$ cat src/rtl/sc_irq_pkg.sv
package sc_irq_pkg;
  localparam int unsigned REG_AW = 2;
  localparam int unsigned REG_DW = 8;

  localparam logic [REG_AW-1:0] ADDR_CTRL = 2'd0;
  localparam logic [REG_AW-1:0] ADDR_PIN  = 2'd1;
  localparam logic [REG_AW-1:0] ADDR_BUF  = 2'd2;

  localparam int unsigned BIT_BUF_MASK = 6;
  localparam int unsigned BIT_AUX_MASK = 5;
  localparam int unsigned BIT_FLAG     = 0;
endpackage

$ cat src/rtl/sc_aux_catch.sv
module sc_aux_catch #(
  parameter int unsigned STAGES = 2
) (
  input  logic clk_i,
  input  logic rst_ni,
  input  logic pin_i,
  input  logic clr_i,
  output logic edge_o,
  output logic flag_o
);
  localparam int unsigned CHAIN = STAGES + 1;

  logic [CHAIN-1:0] chain_q, chain_d;
  logic             flag_q, flag_d;

  always_comb begin
    chain_d[0] = pin_i;
  end

  for (genvar g = 1; g < CHAIN; g++) begin : g_chain
    always_comb chain_d[g] = chain_q[g-1];
  end

  assign edge_o = chain_q[CHAIN-1] ^ chain_q[CHAIN-2];

  always_comb begin
    flag_d = flag_q;
    if (clr_i)  flag_d = 1'b0;
    if (edge_o) flag_d = 1'b1;
  end

  always_ff @(posedge clk_i or negedge rst_ni) begin
    if (!rst_ni) begin
      chain_q <= '0;
      flag_q  <= 1'b0;
    end else begin
      chain_q <= chain_d;
      flag_q  <= flag_d;
    end
  end

  assign flag_o = flag_q;

  assert_edge_sets_flag_R3: assert property (@(posedge clk_i) disable iff (!rst_ni)
    edge_o |=> flag_o);
  assert_read_clears_flag_R6: assert property (@(posedge clk_i) disable iff (!rst_ni)
    (clr_i && !edge_o) |=> !flag_o);
endmodule

$ cat src/rtl/sc_irq_regs.sv
module sc_irq_regs
  import sc_irq_pkg::*;
(
  input  logic              clk_i,
  input  logic              rst_ni,
  input  logic [REG_AW-1:0] addr_i,
  input  logic              wr_i,
  input  logic              rd_i,
  input  logic [REG_DW-1:0] wdata_i,
  input  logic              pin_flag_i,
  input  logic              buf_flag_i,
  output logic [REG_DW-1:0] rdata_o,
  output logic              buf_mask_o,
  output logic              aux_mask_o,
  output logic              pin_clr_o
);
  logic buf_mask_q, buf_mask_d;
  logic aux_mask_q, aux_mask_d;
  logic ctrl_we;

  assign ctrl_we = wr_i && (addr_i == ADDR_CTRL);

  always_comb begin
    buf_mask_d = buf_mask_q;
    aux_mask_d = aux_mask_q;
    if (ctrl_we) begin
      buf_mask_d = wdata_i[BIT_BUF_MASK];
      aux_mask_d = wdata_i[BIT_AUX_MASK];
    end
  end

  always_ff @(posedge clk_i or negedge rst_ni) begin
    if (!rst_ni) begin
      buf_mask_q <= 1'b0;
      aux_mask_q <= 1'b0;
    end else begin
      buf_mask_q <= buf_mask_d;
      aux_mask_q <= aux_mask_d;
    end
  end

  always_comb begin
    rdata_o = '0;
    case (addr_i)
      ADDR_CTRL: begin
        rdata_o[BIT_BUF_MASK] = buf_mask_q;
        rdata_o[BIT_AUX_MASK] = aux_mask_q;
      end
      ADDR_PIN: rdata_o[BIT_FLAG] = pin_flag_i;
      ADDR_BUF: rdata_o[BIT_FLAG] = buf_flag_i;
      default:  rdata_o = '0;
    endcase
  end

  assign pin_clr_o  = rd_i && (addr_i == ADDR_PIN);
  assign buf_mask_o = buf_mask_q;
  assign aux_mask_o = aux_mask_q;

  assert_ctrl_write_R8: assert property (@(posedge clk_i) disable iff (!rst_ni)
    ctrl_we |=> (buf_mask_o == $past(wdata_i[BIT_BUF_MASK])) &&
                (aux_mask_o == $past(wdata_i[BIT_AUX_MASK])));
endmodule

$ cat src/rtl/sc_irq_merge.sv
module sc_irq_merge #(
  parameter int unsigned NPRI = 4
) (
  input  logic            clk_i,
  input  logic            rst_ni,
  input  logic            buf_flag_i,
  input  logic            buf_mask_i,
  input  logic            aux_flag_i,
  input  logic            aux_mask_i,
  input  logic [NPRI-1:0] pri_i,
  output logic            irq_o
);
  logic irq_q, irq_d;
  logic buf_live, aux_live, pri_live;

  always_comb begin
    buf_live = buf_flag_i && !buf_mask_i;
    aux_live = aux_flag_i && !aux_mask_i;
    pri_live = |pri_i;
    irq_d    = buf_live || aux_live || pri_live;
  end

  always_ff @(posedge clk_i or negedge rst_ni) begin
    if (!rst_ni) irq_q <= 1'b0;
    else         irq_q <= irq_d;
  end

  assign irq_o = irq_q;

  assert_pri_forces_irq_R7: assert property (@(posedge clk_i) disable iff (!rst_ni)
    (|pri_i) |=> irq_o);
  assert_buf_unmasked_R1: assert property (@(posedge clk_i) disable iff (!rst_ni)
    (buf_flag_i && !buf_mask_i) |=> irq_o);
  assert_quiet_when_idle_R9: assert property (@(posedge clk_i) disable iff (!rst_ni)
    (!(|pri_i) && !(buf_flag_i && !buf_mask_i) && !(aux_flag_i && !aux_mask_i))
      |=> !irq_o);
endmodule

$ cat src/rtl/sc_irq_hub.sv
module sc_irq_hub
  import sc_irq_pkg::*;
#(
  parameter int unsigned NPRI      = 4,
  parameter int unsigned SYNC_LEN  = 2,
  parameter int unsigned RST_STAGES = 2
) (
  input  logic              clk_i,
  input  logic              rst_ni,
  input  logic [REG_AW-1:0] reg_addr_i,
  input  logic              reg_wr_i,
  input  logic              reg_rd_i,
  input  logic [REG_DW-1:0] reg_wdata_i,
  output logic [REG_DW-1:0] reg_rdata_o,
  input  logic              buf_flag_i,
  input  logic [NPRI-1:0]   pri_flags_i,
  input  logic              aux_pin_i,
  output logic              irq_o
);
  logic [RST_STAGES-1:0] rst_sync_q;
  logic                  rst_n_int;
  logic                  pin_edge, pin_flag, pin_clr;
  logic                  buf_mask, aux_mask;

  always_ff @(posedge clk_i or negedge rst_ni) begin
    if (!rst_ni) rst_sync_q <= '0;
    else         rst_sync_q <= {rst_sync_q[RST_STAGES-2:0], 1'b1};
  end
  assign rst_n_int = rst_sync_q[RST_STAGES-1];

  sc_aux_catch #(.STAGES(SYNC_LEN)) i_catch (
    .clk_i  (clk_i),
    .rst_ni (rst_n_int),
    .pin_i  (aux_pin_i),
    .clr_i  (pin_clr),
    .edge_o (pin_edge),
    .flag_o (pin_flag)
  );

  sc_irq_regs i_regs (
    .clk_i      (clk_i),
    .rst_ni     (rst_n_int),
    .addr_i     (reg_addr_i),
    .wr_i       (reg_wr_i),
    .rd_i       (reg_rd_i),
    .wdata_i    (reg_wdata_i),
    .pin_flag_i (pin_flag),
    .buf_flag_i (buf_flag_i),
    .rdata_o    (reg_rdata_o),
    .buf_mask_o (buf_mask),
    .aux_mask_o (aux_mask),
    .pin_clr_o  (pin_clr)
  );

  sc_irq_merge #(.NPRI(NPRI)) i_merge (
    .clk_i      (clk_i),
    .rst_ni     (rst_n_int),
    .buf_flag_i (buf_flag_i),
    .buf_mask_i (buf_mask),
    .aux_flag_i (pin_flag),
    .aux_mask_i (aux_mask),
    .pri_i      (pri_flags_i),
    .irq_o      (irq_o)
  );

  assert_flag_ignores_mask_R4: assert property (@(posedge clk_i) disable iff (!rst_n_int)
    (pin_edge && aux_mask) |=> pin_flag);
endmodule

$ cat config.mk
export PLATFORM = sky130hd
export DESIGN_NAME = sc_irq_hub
export DESIGN_NICKNAME = d
export VERILOG_FILES = /design/src/rtl/sc_irq_pkg.sv /design/src/rtl/sc_aux_catch.sv /design/src/rtl/sc_irq_regs.sv /design/src/rtl/sc_irq_merge.sv /design/src/rtl/sc_irq_hub.sv
export SDC_FILE = /design/constraint.sdc
export NUM_CORES = 1
export LEC_CHECK = 0
export BUFFER_PORTS_ARGS = -buffer_cell sky130_fd_sc_hd__buf_2
export CORE_AREA = 2 2 39 41
export CTS_BUF_LIST = sky130_fd_sc_hd__clkbuf_8
export DETAILED_ROUTE_END_ITERATION = 7
export DIE_AREA = 0 0 41 43
export REMOVE_ABC_BUFFERS = 1
export SLEW_MARGIN = 30
export SYNTH_ARGS = -nofsm -noshare
export SYNTH_HDL_FRONTEND = slang
export SYNTH_SLANG_ARGS = --single-unit
$ cat constraint.sdc
create_clock -name clk_i -period 1.15 [get_ports clk_i]
set_input_delay 0.0575 -clock clk_i [delete_from_list [all_inputs] [get_ports clk_i]]
set_output_delay 0.0575 -clock clk_i [all_outputs]
set_load 0.01 [all_outputs]
==> metrics.txt, run 1 <==
status complete, no violations; area share of the largest cell type after synthesis 0.533; total gr overflow 0; CP delay by family, top flip-flops; Final Hold Vio Count 0; DR iter-0 viols 2; Post-CTS Resized 0; RSZ-0062 raised after global routing no; sequential fraction of the synthesis area 0.533; FF-to-FF path depth 1; cell taking the most area after synthesis dfrtp_1; Async S/R FF share, synth 1.00; fin cells 73; prevailing post-synth register cell dfrtp_1; R2R setup slack 0.38 ns; Endpoint, Worst Hold i_merge.irq_o; critical path fanouts, max 2; initial antenna violation count 0; post-DR vias/cell 4.05; I/O Buffers 17; Routed WL 604 um; Post-synth top cells dfrtp_1, buf_4, inv_1; Area contributors post-synth dfrtp_1, buf_4, ha_1; Avg Inst Size Synth 12.1 um^2; synth warn 0; ANT nets after route 0; GP Congestion 0.644; CTS tree built; Placed Area 505 um^2; I/O Pins 29; Cell Chain, Critical Path a22oi_1 -> nor2b_1 -> buf_2; synth-to-layout area growth 34.9%; footprint of the multi-input gates 160 um^2; hold crit path type primary input to register; die width 41 um; Final Net Count 81; Cell variety after synth 15; final setup vio count 0; sum of negative setup slack 0 ns; Post-route DRC 0; Crit Reg-Reg Startpoint i_regs.aux_mask_o; vias 296; wire per inst 8.27 um; clock-pin slew on the worst setup and hold paths 0.04 ns; Critical Path Source Type register; Min-Delay Startpoint pri_flags_i[2]; Die H 43 um; most common cell in the netlist dfrtp_1; worst IR drop on VDD 0.000998 V; max-capacitance violation count 0; crit share post-route 0.896; Slowest-stage cell, CP dfrtp_1; crit end category output pin; clk sinks 9; Worst R2R End i_regs.aux_mask_o; Die Area 1760 um^2; Max Root-Sink Buffers 2; total routing usage reported by global routing 0.0950; Post-synth EDFFs 0; Syn Inst Count 35; clk_lat worst skew 0.22 ns; Storage cell area 225 um^2; FF+latch count, synth 9; htree depth 1; smallest hold slack 0.0499 ns; WP data required 1.09 ns; antenna diode count 0; drt pass-1 iters 3; post-route cell area 571 um^2; P_leak 0.309 nW; Fin Clk Skew 0.000705 ns; Core ar. 1380 um^2; first-pass GRT wire length 1120 um; Final min period 1.03 ns; slowest stage delay, CP 0.36 ns; crit path buf inv count 1; vias in the first global route 308; Cells after DPL 67; Starting Density 0.306; WP data arrival 0.97 ns; largest net degree at the start of global routing 8; Pwr Density 1400 nW/um^2; CP Class register to output pin; DP HPWL 488 um; max frequency 0.970 GHz; Synth Cell Area 423 um^2; # fillers 148; layout cell share with drive strength beyond 1 0.439; clk root buf clkbuf_8; Num CTS Buffers 3; hold depth 3; FP Rows 14; fin. max-slew vios 0
==> worst max path at each step <==
stage                               from                 to  slack [ns]  cells past startpoint
after CTS                 i_catch.flag_o     reg_rdata_o[0]        0.11                      3
after global routing      i_catch.flag_o     reg_rdata_o[0]        0.06                      3
after detailed placement   reg_addr_i[0]  i_regs.aux_mask_o        0.20                      5
after global placement     reg_addr_i[0]  i_regs.buf_mask_o        0.21                      5
final                     i_catch.flag_o     reg_rdata_o[0]        0.12                      3
after floorplan            reg_addr_i[0]  i_regs.aux_mask_o        0.36                      4
==> power by group <==
group | total [mW] | switching (mW) | internal (mW)
logic | 0.0977 | 0.0395 | 0.0582
clock network | 0.338 | 0.107 | 0.231
registers | 0.362 | 0.0185 | 0.344
total | 0.798 | 0.165 | 0.633
==> repair_timing <==
item	CTS	global route
setup buffers	0	0
hold buffers	2	0
endpoints found under the hold margin	3	0
==> cell families after synthesis <==
family                     Yosys count  share of synthesized area
other                                2                     0.0178
buffers and inverters                9                      0.124
AOI/OAI and AO/OA                    3                     0.0503
xor gates and xnor gates             1                     0.0207
DFF                                  9                      0.533
adders and majority gates            3                     0.0888
muxes                                2                     0.0710
and+or+nand+nor                      6                     0.0947
==> layer usage <==
layer / global-route usage / share of wire / vias to the layer above
li1: - / - / 144
met1: 0.116 / 0.37 / 137
met2: 0.147 / 0.54 / 15
met3: 0.0471 / 0.094 / 0
met4: 0.0200 / 0 / 0
met5: 0 / 0 / -
==> worst min-delay path: cells and delay by family <==
family / cells / cell delay, ns
buffers and inverters: 1 / 0.07
and+or+nand+nor: 1 / 0.04
AOI/OAI and AO/OA: 1 / 0.06
==> cell type report <==
type                            count  area share
Multi-Input combinational cell     21       0.281
Timing Repair Buffer               19       0.184
Tap cell                           16      0.0351
Inverter                            4      0.0263
Clock buffer                        3      0.0724
Clock inverter                      1     0.00658
Sequential cell                     9       0.395
==> through the flow <==
stage | util | worst slack (ns) | power [mW]
2_1_floorplan | - | 0.356 | 0.419
3_3_place_gp | 0.365 | 0.212 | 0.458
3_5_place_dp | 0.365 | 0.201 | 0.461
4_1_cts | 0.412 | 0.108 | 0.811
5_1_grt | 0.412 | 0.0550 | 0.851
6_report | 0.412 | 0.119 | 0.798
==> sequential cells by signal, summed over array words and instances, names as in the netlist <==
signal and flops:
i_catch.chain_q 3, rst_sync_q 2, i_catch.flag_o 1, i_merge.irq_o 1, i_regs.aux_mask_o 1, i_regs.buf_mask_o 1
==> placed cells by master (no fill, tap or decap) <==
| cell | netlist | final |
|---|---|---|
| buf_2 | 0 | 17 |
| dfrtp_1 | 9 | 9 |
| conb_1 | 2 | 6 |
| inv_1 | 4 | 5 |
| ha_1 | 3 | 3 |
| clkbuf_8 | 0 | 3 |
| and2_2 | 2 | 2 |
| mux2_4 | 2 | 2 |
| dlygate4sd3_1 | 0 | 2 |
| a22oi_1 | 1 | 1 |
| nor2b_1 | 1 | 1 |
| nor4_1 | 1 | 1 |
| o221ai_1 | 1 | 1 |
| nand2_2 | 1 | 1 |
| and2_0 | 1 | 1 |
| xnor2_1 | 1 | 1 |
| o21ai_0 | 1 | 1 |
(Power assumes the default switching activity.)
==> inputs of run 2 (changes only) <==
--- a/config.mk
+++ b/config.mk
@@ -5,11 +5,13 @@
 export SDC_FILE = /design/constraint.sdc
 export NUM_CORES = 1
 export LEC_CHECK = 0
+export ABC_CLOCK_PERIOD_IN_PS = 1150
 export BUFFER_PORTS_ARGS = -buffer_cell sky130_fd_sc_hd__buf_2
 export CORE_AREA = 2 2 39 41
 export CTS_BUF_LIST = sky130_fd_sc_hd__clkbuf_8
 export DETAILED_ROUTE_END_ITERATION = 7
 export DIE_AREA = 0 0 41 43
+export PLACE_DENSITY = 0.69
 export REMOVE_ABC_BUFFERS = 1
 export SLEW_MARGIN = 30
 export SYNTH_ARGS = -nofsm -noshare
==> run 2 against run 1 <==
- first-iteration DRC count increased to 2.5 times the previous value
- non-clock buffer count unchanged
- design area is the same
- sequential cell count did not move
- critical path type unchanged
==> metrics.txt, run 2 (synthesis results as in run 1) <==
Post-route DRC 0 (unchanged); Largest register FFs 3 (unchanged); WP data required 1.09 ns (about the same); post-DR vias/cell 3.99 (-1.7%); commonest non-fill, non-tap cell in the layout buf_2; Post-Place Worst Slack 0.210 ns (+0.00905 ns); Final Net Count 81 (unchanged); hold depth 3 (unchanged); first-pass GRT wire length 1120 um (-0.62%); synth-to-layout area growth 34.9% (unchanged); # Post-CTS Setup Buffers 0 (unchanged); number of hold buffers added after cts 2 (unchanged); R2R setup slack 0.38 ns (about the same); Die H 43 um (unchanged); DR iter-0 viols 5 (+3); fin. max-slew vios 0 (unchanged); FF-to-FF path depth 1 (unchanged); FP Rows 14 (unchanged); critical path fanouts, max 2 (unchanged); P_leak 0.309 nW (unchanged); clk sinks 9 (unchanged); antenna diode count 0 (unchanged); DP HPWL 513 um (+5.1%); Biggest register i_catch.chain_q; leading cell types in the layout, fill and taps excluded buf_2, dfrtp_1, conb_1; status complete, no violations; Cell Chain, Critical Path a22oi_1 -> nor2b_1 -> buf_2; Min-Delay Startpoint pri_flags_i[2]; Slowest-stage cell, CP dfrtp_1; die width 41 um (unchanged); CTS tree built; crit end category output pin; RSZ-0062 raised after global routing no; htree depth 1 (unchanged); largest registers i_catch.chain_q (3), rst_sync_q (2); I/O Pins 29 (unchanged); worst IR drop on VDD 0.000697 V (-30%); vias 291 (-1.7%); vias in the first global route 283 (-8.1%); hold crit path type primary input to register; wire length on met1 231 um (+4.5%); Final min period 1.04 ns (+0.00825 ns); Max Root-Sink Buffers 2 (unchanged); final setup vio count 0 (unchanged); ANT nets after route 0 (unchanged); Crit Reg-Reg Startpoint i_regs.aux_mask_o; smallest hold slack 0.0327 ns (-0.0172 ns); largest net degree at the start of global routing 8 (unchanged); drt pass-1 iters 3 (unchanged); Starting Density 0.306 (unchanged); Top Layer Used met4; clock-pin slew on the worst setup and hold paths 0.04 ns (about the same); wire per inst 8.77 um (+6.0%); Worst R2R End i_regs.aux_mask_o; Pwr Density 1420 nW/um^2 (+1.6%); Endpoint, Worst Hold i_merge.irq_o; Die Area 1760 um^2 (unchanged); total routing usage reported by global routing 0.103 (+0.00817); met3 WL 44 um (-23%); Final Hold Vio Count 0 (unchanged); clk_lat worst skew 0.23 ns (about the same); Num CTS Buffers 3 (unchanged); I/O Buffers 17 (unchanged); slowest stage delay, CP 0.37 ns (about the same); sum of negative setup slack 0 ns (unchanged); Post-CTS Resized 0 (unchanged); PnR worst setup slack 0.111 ns (-0.00825 ns); Fin Clk Skew 0.000315 ns (-0.000390 ns); clk root buf clkbuf_8; Routed WL 640 um (+6.0%); initial antenna violation count 0 (unchanged); crit share post-route 0.903 (+0.00717); Core ar. 1380 um^2 (unchanged); layout cell share with drive strength beyond 1 0.439 (unchanged); max-capacitance violation count 0 (unchanged); Critical Path Source Type register; total gr overflow 0 (unchanged); CP Class register to output pin; max frequency 0.963 GHz (-0.79%); met2 WL 332 um (+2.2%); WP data arrival 0.98 ns (about the same); GP Congestion 0.629 (-2.4%)
[run 2: cell counts in the layout (fill, tap and decap cells not counted)]
No cell type changed its count.
[run 2: area by class of cell]
| class | count | area, um^2 |
|---|---|---|
| clock inverters | 1 | 3.75 |
| well taps | 16 | 20.0 |
| multi-input cells | 21 | 160 |
| fillers | 142 | 813 |
| inverters | 4 | 15.0 |
| repair buffers | 19 | 105 |
| flip-flops and latches | 9 | 225 |
| clock buffers | 3 | 41.3 |
[run 2: power by group]
| part | internal (mW) | leakage, nW | switching (mW) |
|---|---|---|---|
| clock | 0.232 | 0.0269 | 0.119 |
| sequential | 0.344 | 0.100 | 0.0188 |
| combinational | 0.0584 | 0.182 | 0.0393 |
[run 2: per-stage QoR]
stage / cell area (um^2) / power [mW] / cells / util
floorplan: 400 / 0.419 / 34 / -
global placement: 505 / 0.457 / 67 / 0.365
detailed placement: 505 / 0.461 / 67 / 0.365
CTS: 571 / 0.829 / 73 / 0.412
global route: 571 / 0.866 / 73 / 0.412
finish: 571 / 0.811 / 73 / 0.412
[run 2: per-layer routing]
layer,track usage,up-vias
met3,0.0314,4
met4,0.120,0
li1,-,142
met5,0,-
met2,0.141,10
met1,0.109,135
[run 2: worst max-delay path, delay by kind of cell (launching register included)]
family,cells,cell delay (ns)
flip-flops,1,0.37
buffers and inverters,1,0.14
AND/OR/NAND/NOR,1,0.06
AO/OA/AOI/OAI,1,0.18
[run 2: how the worst max path moves through the flow]
stage                   startpoint                 to  slack, ns  depth (start not counted)
detailed placement   reg_addr_i[0]  i_regs.buf_mask_o       0.21                          5
CTS                 i_catch.flag_o     reg_rdata_o[0]        0.1                          3
finish              i_catch.flag_o     reg_rdata_o[0]       0.11                          3
global placement     reg_addr_i[0]  i_regs.buf_mask_o       0.22                          5
global route        i_catch.flag_o     reg_rdata_o[0]       0.05                          3
floorplan            reg_addr_i[0]  i_regs.aux_mask_o       0.36                          4
